===== config.mk =====
export PLATFORM = sky130hd
export DESIGN_NAME = bus_parity_monitor
export DESIGN_NICKNAME = d
export VERILOG_FILES = /design/src/rtl/bpm_pkg.sv /design/src/rtl/bpm_lane_cell.sv /design/src/rtl/bpm_addr_cell.sv /design/src/rtl/bpm_delay_line.sv /design/src/rtl/bus_parity_monitor.sv
export SDC_FILE = /design/constraint.sdc
export NUM_CORES = 1
export LEC_CHECK = 0
export ABC_CLOCK_PERIOD_IN_PS = 800
export BUFFER_PORTS_ARGS = -buffer_cell sky130_fd_sc_hd__buf_2
export CAP_MARGIN = 30
export CORE_AREA = 2 2 71 73
export DETAILED_ROUTE_END_ITERATION = 7
export DIE_AREA = 0 0 73 75
export GPL_TIMING_DRIVEN = 0
export HOLD_SLACK_MARGIN = 0.02
export PLACE_DENSITY = 0.74
export SKIP_LAST_GASP = 1
export SLEW_MARGIN = 10
export SYNTH_ARGS = -nofsm -noshare
export SYNTH_HDL_FRONTEND = slang
export SYNTH_HIERARCHICAL = 1
export SYNTH_SLANG_ARGS = --single-unit

===== constraint.sdc =====
create_clock -name clk -period 0.8 [get_ports clk]
set_input_delay 0.16 -clock clk [delete_from_list [all_inputs] [get_ports clk]]
set_output_delay 0.16 -clock clk [all_outputs]
set_load 0.005 [all_outputs]

===== src/rtl/bpm_pkg.sv =====
`timescale 1ns/1ps
package bpm_pkg;
  // Widest vector the shared parity helper handles.
  localparam int unsigned PAR_VEC_W = 64;

  // Return 1 when the masked bits have odd weight (even parity violated).
  function automatic logic odd_weight(input logic [PAR_VEC_W-1:0] bits,
                                      input logic [PAR_VEC_W-1:0] mask);
    return ^(bits & mask);
  endfunction
endpackage


===== src/rtl/bpm_lane_cell.sv =====
`timescale 1ns/1ps
// One byte lane: even parity over data bits plus the lane parity bit,
// qualified by the beat strobe and the lane enable.
module bpm_lane_cell #(
  parameter int unsigned LANE_W = 8
) (
  input  logic              qual,
  input  logic              en,
  input  logic [LANE_W-1:0] lane_bits,
  input  logic              par_bit,
  output logic              bad
);
  import bpm_pkg::*;
  localparam int unsigned VW = LANE_W + 1;

  logic [PAR_VEC_W-1:0] vec;
  logic [PAR_VEC_W-1:0] msk;

  always_comb begin
    vec = '0;
    msk = '0;
    vec[VW-1:0] = {lane_bits, par_bit};
    msk[VW-1:0] = '1;
    bad = qual & en & odd_weight(vec, msk);
  end
endmodule


===== src/rtl/bpm_addr_cell.sv =====
`timescale 1ns/1ps
// Address check: even parity over the upper address field plus parity bit.
module bpm_addr_cell #(
  parameter int unsigned ADDR_W  = 32,
  parameter int unsigned ADDR_LO = 5
) (
  input  logic              stb,
  input  logic [ADDR_W-1:0] addr,
  input  logic              par_bit,
  output logic              bad
);
  import bpm_pkg::*;
  localparam int unsigned FIELD_W = ADDR_W - ADDR_LO;
  localparam int unsigned VW      = FIELD_W + 1;

  logic [PAR_VEC_W-1:0] vec;
  logic [PAR_VEC_W-1:0] msk;

  always_comb begin
    vec = '0;
    msk = '0;
    vec[VW-1:0] = {addr[ADDR_W-1:ADDR_LO], par_bit};
    msk[VW-1:0] = '1;
    bad = stb & odd_weight(vec, msk);
  end
endmodule


===== src/rtl/bpm_delay_line.sv =====
`timescale 1ns/1ps
// Fixed-latency register chain; q follows d after DEPTH rising edges.
module bpm_delay_line #(
  parameter int unsigned W     = 1,
  parameter int unsigned DEPTH = 2
) (
  input  logic         clk,
  input  logic         rst_n,
  input  logic [W-1:0] d,
  output logic [W-1:0] q
);
  logic [W-1:0] stg [DEPTH];

  for (genvar i = 0; i < DEPTH; i++) begin : g_stage
    if (i == 0) begin : g_head
      always_ff @(posedge clk or negedge rst_n) begin
        if (!rst_n) stg[i] <= '0;
        else        stg[i] <= d;
      end
    end else begin : g_body
      always_ff @(posedge clk or negedge rst_n) begin
        if (!rst_n) stg[i] <= '0;
        else        stg[i] <= stg[i-1];
      end
    end
  end

  assign q = stg[DEPTH-1];
endmodule


===== src/rtl/bus_parity_monitor.sv =====
`timescale 1ns/1ps
module bus_parity_monitor #(
  parameter int unsigned LANES   = 8,
  parameter int unsigned LANE_W  = 8,
  parameter int unsigned ADDR_W  = 32,
  parameter int unsigned ADDR_LO = 5,
  parameter int unsigned LATENCY = 2
) (
  input  logic                      clk,
  input  logic                      rst_n,
  input  logic                      beat_rdy,
  input  logic [LANES-1:0]          lane_en,
  input  logic [LANES*LANE_W-1:0]   bus_data,
  input  logic [LANES-1:0]          lane_par,
  input  logic                      snoop_stb,
  input  logic [ADDR_W-1:0]         snoop_addr,
  input  logic                      addr_par,
  output logic                      data_err,
  output logic [LANES-1:0]          data_err_lanes,
  output logic                      addr_err
);
  // Pipe payload: {address fail, any lane fail, lane vector}
  localparam int unsigned PIPE_W = LANES + 2;

  logic [LANES-1:0]  lane_bad;
  logic              any_bad;
  logic              addr_bad;
  logic [PIPE_W-1:0] pipe_in;
  logic [PIPE_W-1:0] pipe_out;

  for (genvar n = 0; n < LANES; n++) begin : g_lane
    bpm_lane_cell #(.LANE_W(LANE_W)) u_cell (
      .qual      (beat_rdy),
      .en        (lane_en[n]),
      .lane_bits (bus_data[n*LANE_W +: LANE_W]),
      .par_bit   (lane_par[n]),
      .bad       (lane_bad[n])
    );
  end

  bpm_addr_cell #(.ADDR_W(ADDR_W), .ADDR_LO(ADDR_LO)) u_addr (
    .stb     (snoop_stb),
    .addr    (snoop_addr),
    .par_bit (addr_par),
    .bad     (addr_bad)
  );

  assign any_bad = |lane_bad;
  assign pipe_in = {addr_bad, any_bad, lane_bad};

  bpm_delay_line #(.W(PIPE_W), .DEPTH(LATENCY)) u_pipe (
    .clk   (clk),
    .rst_n (rst_n),
    .d     (pipe_in),
    .q     (pipe_out)
  );

  assign data_err_lanes = pipe_out[LANES-1:0];
  assign data_err       = pipe_out[LANES];
  assign addr_err       = pipe_out[LANES+1];
endmodule


==> flow_summary.toml, run 1 <==
[finish]
nFillCells = 401
syn_to_final_growth_pct = 58.91
antenna_cells = 0
nets = 365
design_area_mm2 = 0.002579
drive_above_1_share = 0.5935
stdcell_count = 300

[synth]
syn_area_per_cell_um2 = 12.39
yosysTopAreaCell = "dfrtp_1"
syn_inst = 131
netlist_area_mm2 = 0.001623
synth_area_leaders = "dfrtp_1 31%, xnor3_1 25%, xnor2_1 20%, mux2i_1 4.9%, xor2_1 4.9%"
synthDistinctLibCells = 12
synth_top_area_share = 0.3084
ys_seq_area_frac = 0.3084
ys_seq_elements = 20
yosys_warnings = 6
synth_nets = 248

[clocking]
path_clk_slew_ns = 0.06
h-tree-depth = 1
cts_tree = "yes"
numCtsBuffers = 3
root_buffer = "clkbuf_8"
clkLatencyLatePin_ns = 0.24
cts.sinks = 20
clk_path_buf_depth = 2

[global_routing]
grt_pass1_wl_um = 5037
grt-ovfl-total = 0
first_global_vias = 1264
grt_max_degree = 21
grtUsageTotal = 0.1166
antenna_found_initial = 0

[hold_path]
hp-class = "in2reg"
min_path_cells = 2

[sta]
worst_slack_ns = -0.4530
slew_headroom = 0.7160
hold_viol = 0
skew_ns = 0.0004071
tightest_slew_ns = 0.4260
rsz0062_at_grt = "yes"
setup_viol_count_final = 20
max_freq_mhz = 798.1
fin_crit_sh = 1.566
tns_ns = -2.665
period_needed_ns = 1.253
final_max_slew_viol_count = 0
hold_slack_ns = 0.1299

[worst_setup_path]
reg2regPathDepth = 0
cp_top_family = "XOR/XNOR gates"
path_buf_inv = 1
worstSetupPathType = "in2reg"
cp_max_fo = 2
path_cells = "buf_8 -> xor2_2 -> xnor3_1 -> mux2i_2 -> nor4_2 -> nand2_1"
end_kind = "flip-flop"
arrival_ns = 1.38
cp_slowest_stage_delay_ns = 0.43
crit_cells = 6
required_ns = 0.93
crit_path_start_kind = "input pin"
cp_slowest_cell = "xnor3_1"

[status]
violations = "setup timing"
status = "finished, violations left"

[die]
die_h_um = 75
die-area_mm2 = 0.005475
rows = 25
core-area_mm2 = 0.004661
die_x_um = 73
io_pins = 127
start_util = 0.3482

[detailed_routing]
viasPerCell = 4.363
ant_nets = 0
drt_iter0_drc = 11
wl_per_cell_um = 11.29
vias = 1309
dr.pass1.iters = 3
drc = 0
routed_wl_um = 3388

[placed_design]
place_area_mm2 = 0.002326
portBuffers = 121
place_inst = 306
globalplace.congestion = 0.6924
dp_hpwl_um = 2793

[power_and_ir_drop]
p_leak_uw = 0.001382
power_density_mw_per_mm2 = 1424
ir_drop_mv = 0.7431
finalPower_uw = 3671

[flow_run]
maxCapViolations = 0
## cell families after synthesis
kind of cell | synth area share
flops | 0.3084
buf+inv | 0.04626
simple gates | 0.08790
xor+xnor | 0.5081
mux | 0.04935
## state kept, by name, summed over array words and instances (netlist names)
signal / cells
u_pipe/q: 10
u_pipe/stg: 10
## placed cells by master, fill, tap and decap left out
| cell type | n |
|---|---|
| mux2i_2 | 6 |
| nand2_1 | 9 |
| xnor3_1 | 18 |
| clkbuf_8 | 3 |
| dlygate4sd3_1 | 1 |
| xnor2_1 | 25 |
| and2_1 | 1 |
| or2_1 | 8 |
| dfrtp_1 | 20 |
| buf_6 | 26 |
| xor2_1 | 7 |
| mux2i_1 | 2 |
| nor4_2 | 1 |
| buf_2 | 94 |
| nand3_1 | 8 |
| buf_8 | 1 |
| nor4_1 | 1 |
| xnor2_2 | 13 |
| xor2_2 | 2 |
## synth_stat cells
| cell | number |
|---|---|
| nor4_1 | 2 |
| mux2i_1 | 8 |
| xnor3_1 | 18 |
| buf_4 | 10 |
| xnor2_1 | 37 |
| or2_1 | 8 |
| nand2_1 | 9 |
| xnor2_2 | 1 |
| and2_1 | 1 |
| nand3_1 | 8 |
| xor2_1 | 9 |
| dfrtp_1 | 20 |
## worst paths after layout
kind,from,end,slack [ns]
max reg2reg,u_pipe/stg[11],u_pipe/q[1],0.32
max,bus_data[19],u_pipe/stg[18],-0.45
max in group asynchronous,rst_n,u_pipe/q[2],0.12
min,snoop_stb,u_pipe/stg[19],0.13
min in group asynchronous,rst_n,u_pipe/q[4],0.38
min reg2reg,u_pipe/stg[18],u_pipe/q[8],0.35
## cell type report
cell class / instances / area (µm²) / share of cell area
sequential: 20 / 500.5 / 0.1941
clock buffer: 3 / 41.29 / 0.01601
timing repair buffer: 122 / 788.3 / 0.3057
tap: 54 / 67.56 / 0.02620
multi-input combinational: 101 / 1181 / 0.4580
## report_power, final
part / switching, µW / total, µW / leakage (µW) / internal [µW]
Combinational: 568 / 1800 / 0.00110 / 1230
Sequential: 68.6 / 1270 / 0.000263 / 1200
Clock: 270 / 603 / 0.0000216 / 334
## through the flow
stage / util / setup slack (ns)
global route: 0.5533 / -0.5181
floorplan: - / -0.4663
global placement: 0.4991 / -0.7881
CTS: 0.5340 / -0.4688
finish: 0.5533 / -0.4530
detailed placement: 0.4991 / -0.7744
## repair_timing
item | 4_1_cts | 5_1_grt
hold buffers | 1 | 0
resized for setup | 30 | 16
hold endpoints to repair | 20 | 0
buffers inserted | 0 | 0
endpoints found under the setup margin | 20 | 20
pin swaps | 15 | 17
## per-layer routing
| metal | track usage | vias up | part of all wire |
|---|---|---|---|
| li1 | - | 650 | - |
| met1 | 0.1259 | 597 | 0.36 |
| met2 | 0.2272 | 60 | 0.57 |
| met3 | 0.03079 | 2 | 0.071 |
| met4 | 0.02469 | 0 | 0.0047 |
| met5 | 0 | - | 0 |
Note: power is estimated with default switching activity, not from simulation.
==> run 2, diff against run 1 <==
--- a/config.mk
+++ b/config.mk
@@ -13,7 +13,7 @@
 export DIE_AREA = 0 0 73 75
 export GPL_TIMING_DRIVEN = 0
 export HOLD_SLACK_MARGIN = 0.02
-export PLACE_DENSITY = 0.74
+export PLACE_DENSITY_LB_ADDON = 0.3
 export SKIP_LAST_GASP = 1
 export SLEW_MARGIN = 10
 export SYNTH_ARGS = -nofsm -noshare
==> flow_summary.toml, run 2 (same netlist as run 1, synthesis figures left out) <==
[status]
status = "finished, violations left"
violations = "setup timing"

[finish]
nets = 365
final_cell_mix = "92 x buf_2, 29 x buf_6, 20 x dfrtp_1"
layout_commonest_cell = "buf_2"
drive_above_1_share = 0.6098
antenna_cells = 0
syn_to_final_growth_pct = 61.30
design_area_mm2 = 0.002618

[global_routing]
grt_pass1_wl_um = 4947
grt_max_degree = 21
grt-ovfl-total = 0
first_global_vias = 1223
grtUsageTotal = 0.1166
antenna_found_initial = 0

[detailed_routing]
dr.pass1.iters = 4
ant_nets = 0
wl_per_cell_um = 11.38
vias = 1308
viasPerCell = 4.360
drc = 0
routed_wl_um = 3413
drt_iter0_drc = 38

[clocking]
clkLatencyLatePin_ns = 0.25
h-tree-depth = 1
root_buffer = "clkbuf_8"
cts_tree = "yes"
path_clk_slew_ns = 0.06
numCtsBuffers = 3
post_cts_buffers = 0
cts.sinks = 20
clk_path_buf_depth = 2

[sta]
hold_slack_ns = 0.1301
max_freq_mhz = 788.1
skew_ns = 0.0002132
worst_slack_ns = -0.4688
setup_viol_count_final = 20
fin_crit_sh = 1.586
tightest_slew_ns = 0.4239
rsz0062_at_grt = "yes"
slew_headroom = 0.7174
final_max_slew_viol_count = 0
hold_viol = 0
period_needed_ns = 1.269

[worst_setup_path]
cp_slowest_stage_delay_ns = 0.43
cp_max_fo = 2
worstSetupPathType = "in2reg"
required_ns = 0.93
arrival_ns = 1.40
cp_slowest_cell = "xnor3_1"
path_buf_inv = 1
crit_path_start_kind = "input pin"
path_cells = "buf_6 -> xnor2_2 -> xnor3_1 -> mux2i_2 -> nor4_2 -> nand2_1"
end_kind = "flip-flop"
cp_top_family = "XOR/XNOR gates"

[die]
die_x_um = 73
die-area_mm2 = 0.005475
die_h_um = 75
rows = 25
start_util = 0.3482
io_pins = 127
core-area_mm2 = 0.004661

[hold_path]
hp-class = "in2reg"

[placed_design]
globalplace.congestion = 0.6512
portBuffers = 121
place_area_mm2 = 0.002326
dp_hpwl_um = 2837

[power_and_ir_drop]
power_density_mw_per_mm2 = 1420
p_leak_uw = 0.001416
ir_drop_mv = 0.6940
finalPower_uw = 3717

[flow_run]
maxCapViolations = 0
## run 2: changes by cell type in the layout (fill, tap and decap cells not counted)
cell     before  now
buf_2        94   92
buf_6        26   29
buf_8         1    0
xnor2_1      25   19
xnor2_2      13   19
xor2_1        7    9
xor2_2        2    0
## run 2: timing repair
action | 4_1_cts | 5_1_grt
gates resized for setup | 37 | 13
hold buffers | 1 | 0
hold endpoints to repair | 20 | 0
endpoints found under the setup margin | 20 | 20
pin swaps | 23 | 9
## run 2: cell type report
type / instances / area [µm²]
fillers: 406 / 2043
multi-input cells: 101 / 1211
repair buffers: 122 / 797.0
flip-flops and latches: 20 / 500.5
well taps: 54 / 67.56
clock buffers: 3 / 41.29
## run 2: layer usage
metal  part of all wire  vias up  GRT usage
met5                  0        -          0
met1               0.35      589     0.1198
met3              0.077        6    0.03614
met4              0.010        0    0.02263
met2               0.57       62     0.2312
li1                   -      651          -
## run 2: metrics by stage
stage	util	std cells	TNS, ns	worst slack [ns]
final	0.5616	300	-2.615	-0.4688
after detailed placement	0.4991	306	-4.487	-0.8316
after CTS	0.5447	300	-2.809	-0.4822
after floorplan	-	131	-2.279	-0.4663
after global placement	0.4991	306	-4.320	-0.7814
after global routing	0.5616	300	-3.285	-0.5375
## run 2: final timing paths
path | start | endpoint | slack [ns] | depth (start not counted)
min reg2reg | u_pipe/stg[17] | u_pipe/q[7] | 0.35 | 0
min in group asynchronous | rst_n | u_pipe/q[0] | 0.37 | 2
max in group asynchronous | rst_n | u_pipe/q[6] | 0.13 | 2
min | snoop_stb | u_pipe/stg[19] | 0.13 | 2
max reg2reg | u_pipe/stg[18] | u_pipe/q[8] | 0.32 | 0
max | bus_data[23] | u_pipe/stg[18] | -0.47 | 6
## run 2: where the power goes
group / total, µW / internal, µW / switching, µW / leakage (µW)
combinational: 1840 / 1250 / 591 / 0.00113
sequential: 1260 / 1200 / 62.8 / 0.000263
clock: 612 / 334 / 278 / 0.0000216
total: 3720 / 2790 / 932 / 0.00142
==> run 3, diff against run 2 <==
--- a/config.mk
+++ b/config.mk
@@ -9,6 +9,7 @@
 export BUFFER_PORTS_ARGS = -buffer_cell sky130_fd_sc_hd__buf_2
 export CAP_MARGIN = 30
 export CORE_AREA = 2 2 71 73
+export CTS_BUF_LIST = sky130_fd_sc_hd__clkbuf_16
 export DETAILED_ROUTE_END_ITERATION = 7
 export DIE_AREA = 0 0 73 75
 export GPL_TIMING_DRIVEN = 0
==> flow_summary.toml, run 3 (same netlist as run 1, synthesis figures left out) <==
[detailed_routing]
dr.pass1.iters = 2
drc = 0
viasPerCell = 4.377
vias = 1313
routed_wl_um = 3401
ant_nets = 0
drt_iter0_drc = 31
wl_per_cell_um = 11.34

[sta]
fin_crit_sh = 1.581
rsz0062_at_grt = "yes"
slew_headroom = 0.7147
skew_ns = 0.0001333
tns_ns = -2.546
final_max_slew_viol_count = 0
period_needed_ns = 1.265
worst_slack_ns = -0.4648
max_freq_mhz = 790.6
setup_viol_count_final = 20
hold_viol = 0
tightest_slew_ns = 0.4280
hold_slack_ns = 0.1343

[die]
die_x_um = 73
die-area_mm2 = 0.005475
io_pins = 127
core-area_mm2 = 0.004661
rows = 25
die_h_um = 75
start_util = 0.3482

[power_and_ir_drop]
clkPwrFrac = 0.239
swShare = 0.2374
p_comb_frac = 0.452
ir_drop_mv = 0.9181
power_density_mw_per_mm2 = 1538
internal_power_uw = 3110
pwr-share-seq = 0.309
p_sw_uw = 968.1
p_leak_uw = 0.001431
finalPower_uw = 4078

[finish]
stdcell_count = 300
nets = 365
antenna_cells = 0
regArea_um2 = 500.5
syn_to_final_growth_pct = 63.38
drive_above_1_share = 0.6098
final_cell_mix = "92 x buf_2, 29 x buf_6, 20 x dfrtp_1"
nFillCells = 400
multi_input_area_mm2 = 0.001211
layout_commonest_cell = "buf_2"

[global_routing]
antenna_found_initial = 0
grt_max_degree = 21
grt_pass1_wl_um = 4961
grtUsageTotal = 0.1177
first_global_vias = 1227
grt-ovfl-total = 0

[worst_setup_path]
reg2regPathDepth = 0
reg2reg_to = "u_pipe/q[8]"
cp_slowest_stage_delay_ns = 0.43
cp_slowest_cell = "xnor3_1"
required_ns = 0.92
worstReg2RegStart = "u_pipe/stg[18]"
path_buf_inv = 1
crit_path_start_kind = "input pin"
cp_max_fo = 2
worstSetupPathType = "in2reg"
ff2ff_setup_slack_ns = 0.32
end_kind = "flip-flop"
cp_top_family = "XOR/XNOR gates"
path_cells = "buf_6 -> xnor2_2 -> xnor3_1 -> mux2i_2 -> nor4_2 -> nand2_1"
arrival_ns = 1.39

[clocking]
cts.sinks = 20
cts_tree = "yes"
clkLatencyLatePin_ns = 0.25
numCtsBuffers = 3
clk_path_buf_depth = 2
root_buffer = "clkbuf_16"
path_clk_slew_ns = 0.05
h-tree-depth = 1

[status]
violations = "setup timing"
status = "finished, violations left"

[hold_path]
min_path_cells = 2
min_from = "snoop_stb"
hold_end = "u_pipe/stg[19]"
hp-class = "in2reg"

[flow_run]
maxCapViolations = 0

[placed_design]
portBuffers = 121
place_inst = 306
globalplace.congestion = 0.6512
dp_hpwl_um = 2837
preCtsSetupSlack_ns = -0.8316
run 3: cell counts in the layout (fill, tap and decap cells not counted):
No cell type changed its count.
run 3: worst max-delay path by stage:
stage               cells after the start         start  slack, ns             end
finish                                  6  bus_data[23]      -0.46  u_pipe/stg[18]
global route                            6  bus_data[23]      -0.55  u_pipe/stg[18]
global placement                        6  bus_data[21]      -0.78  u_pipe/stg[18]
detailed placement                      6  bus_data[27]      -0.83  u_pipe/stg[18]
CTS                                     6  bus_data[23]      -0.49  u_pipe/stg[18]
floorplan                               5  bus_data[21]      -0.47  u_pipe/stg[18]
run 3: per-layer routing:
metal | up-vias | GRT usage | wire length (µm)
li1 | 654 | - | -
met1 | 592 | 0.1206 | 1169
met2 | 63 | 0.2312 | 1920
met3 | 4 | 0.04016 | 283
met4 | 0 | 0.02263 | 28
met5 | - | 0 | 0
run 3: cell type report:
type                       instances  area share
tap                               54     0.02548
sequential                        20      0.1888
multi-input combinational        101      0.4568
clock buffer                       3     0.02832
timing repair buffer             122      0.3006
run 3: power groups by stage:
stage | Sequential, µW | Clock [µW] | Combinational, µW
after floorplan | 1250 | 0 | 1140
after global placement | 1250 | 0 | 1650
after detailed placement | 1260 | 0 | 1690
after CTS | 1270 | 1000 | 1800
after global routing | 1280 | 1040 | 1980
final | 1260 | 974 | 1840
run 3: stage by stage:
stage	util	area (µm²)
2_1_floorplan	-	1653
3_3_place_gp	0.4991	2326
3_5_place_dp	0.4991	2326
4_1_cts	0.5519	2572
5_1_grt	0.5689	2651
6_report	0.5689	2651
run 3: timing repair:
action | CTS | global route
endpoints found under the hold margin | 20 | 0
pin swaps | 23 | 9
hold buffers | 1 | 0
setup endpoints to repair | 20 | 20
resized for setup | 37 | 13
buffers inserted | 0 | 0
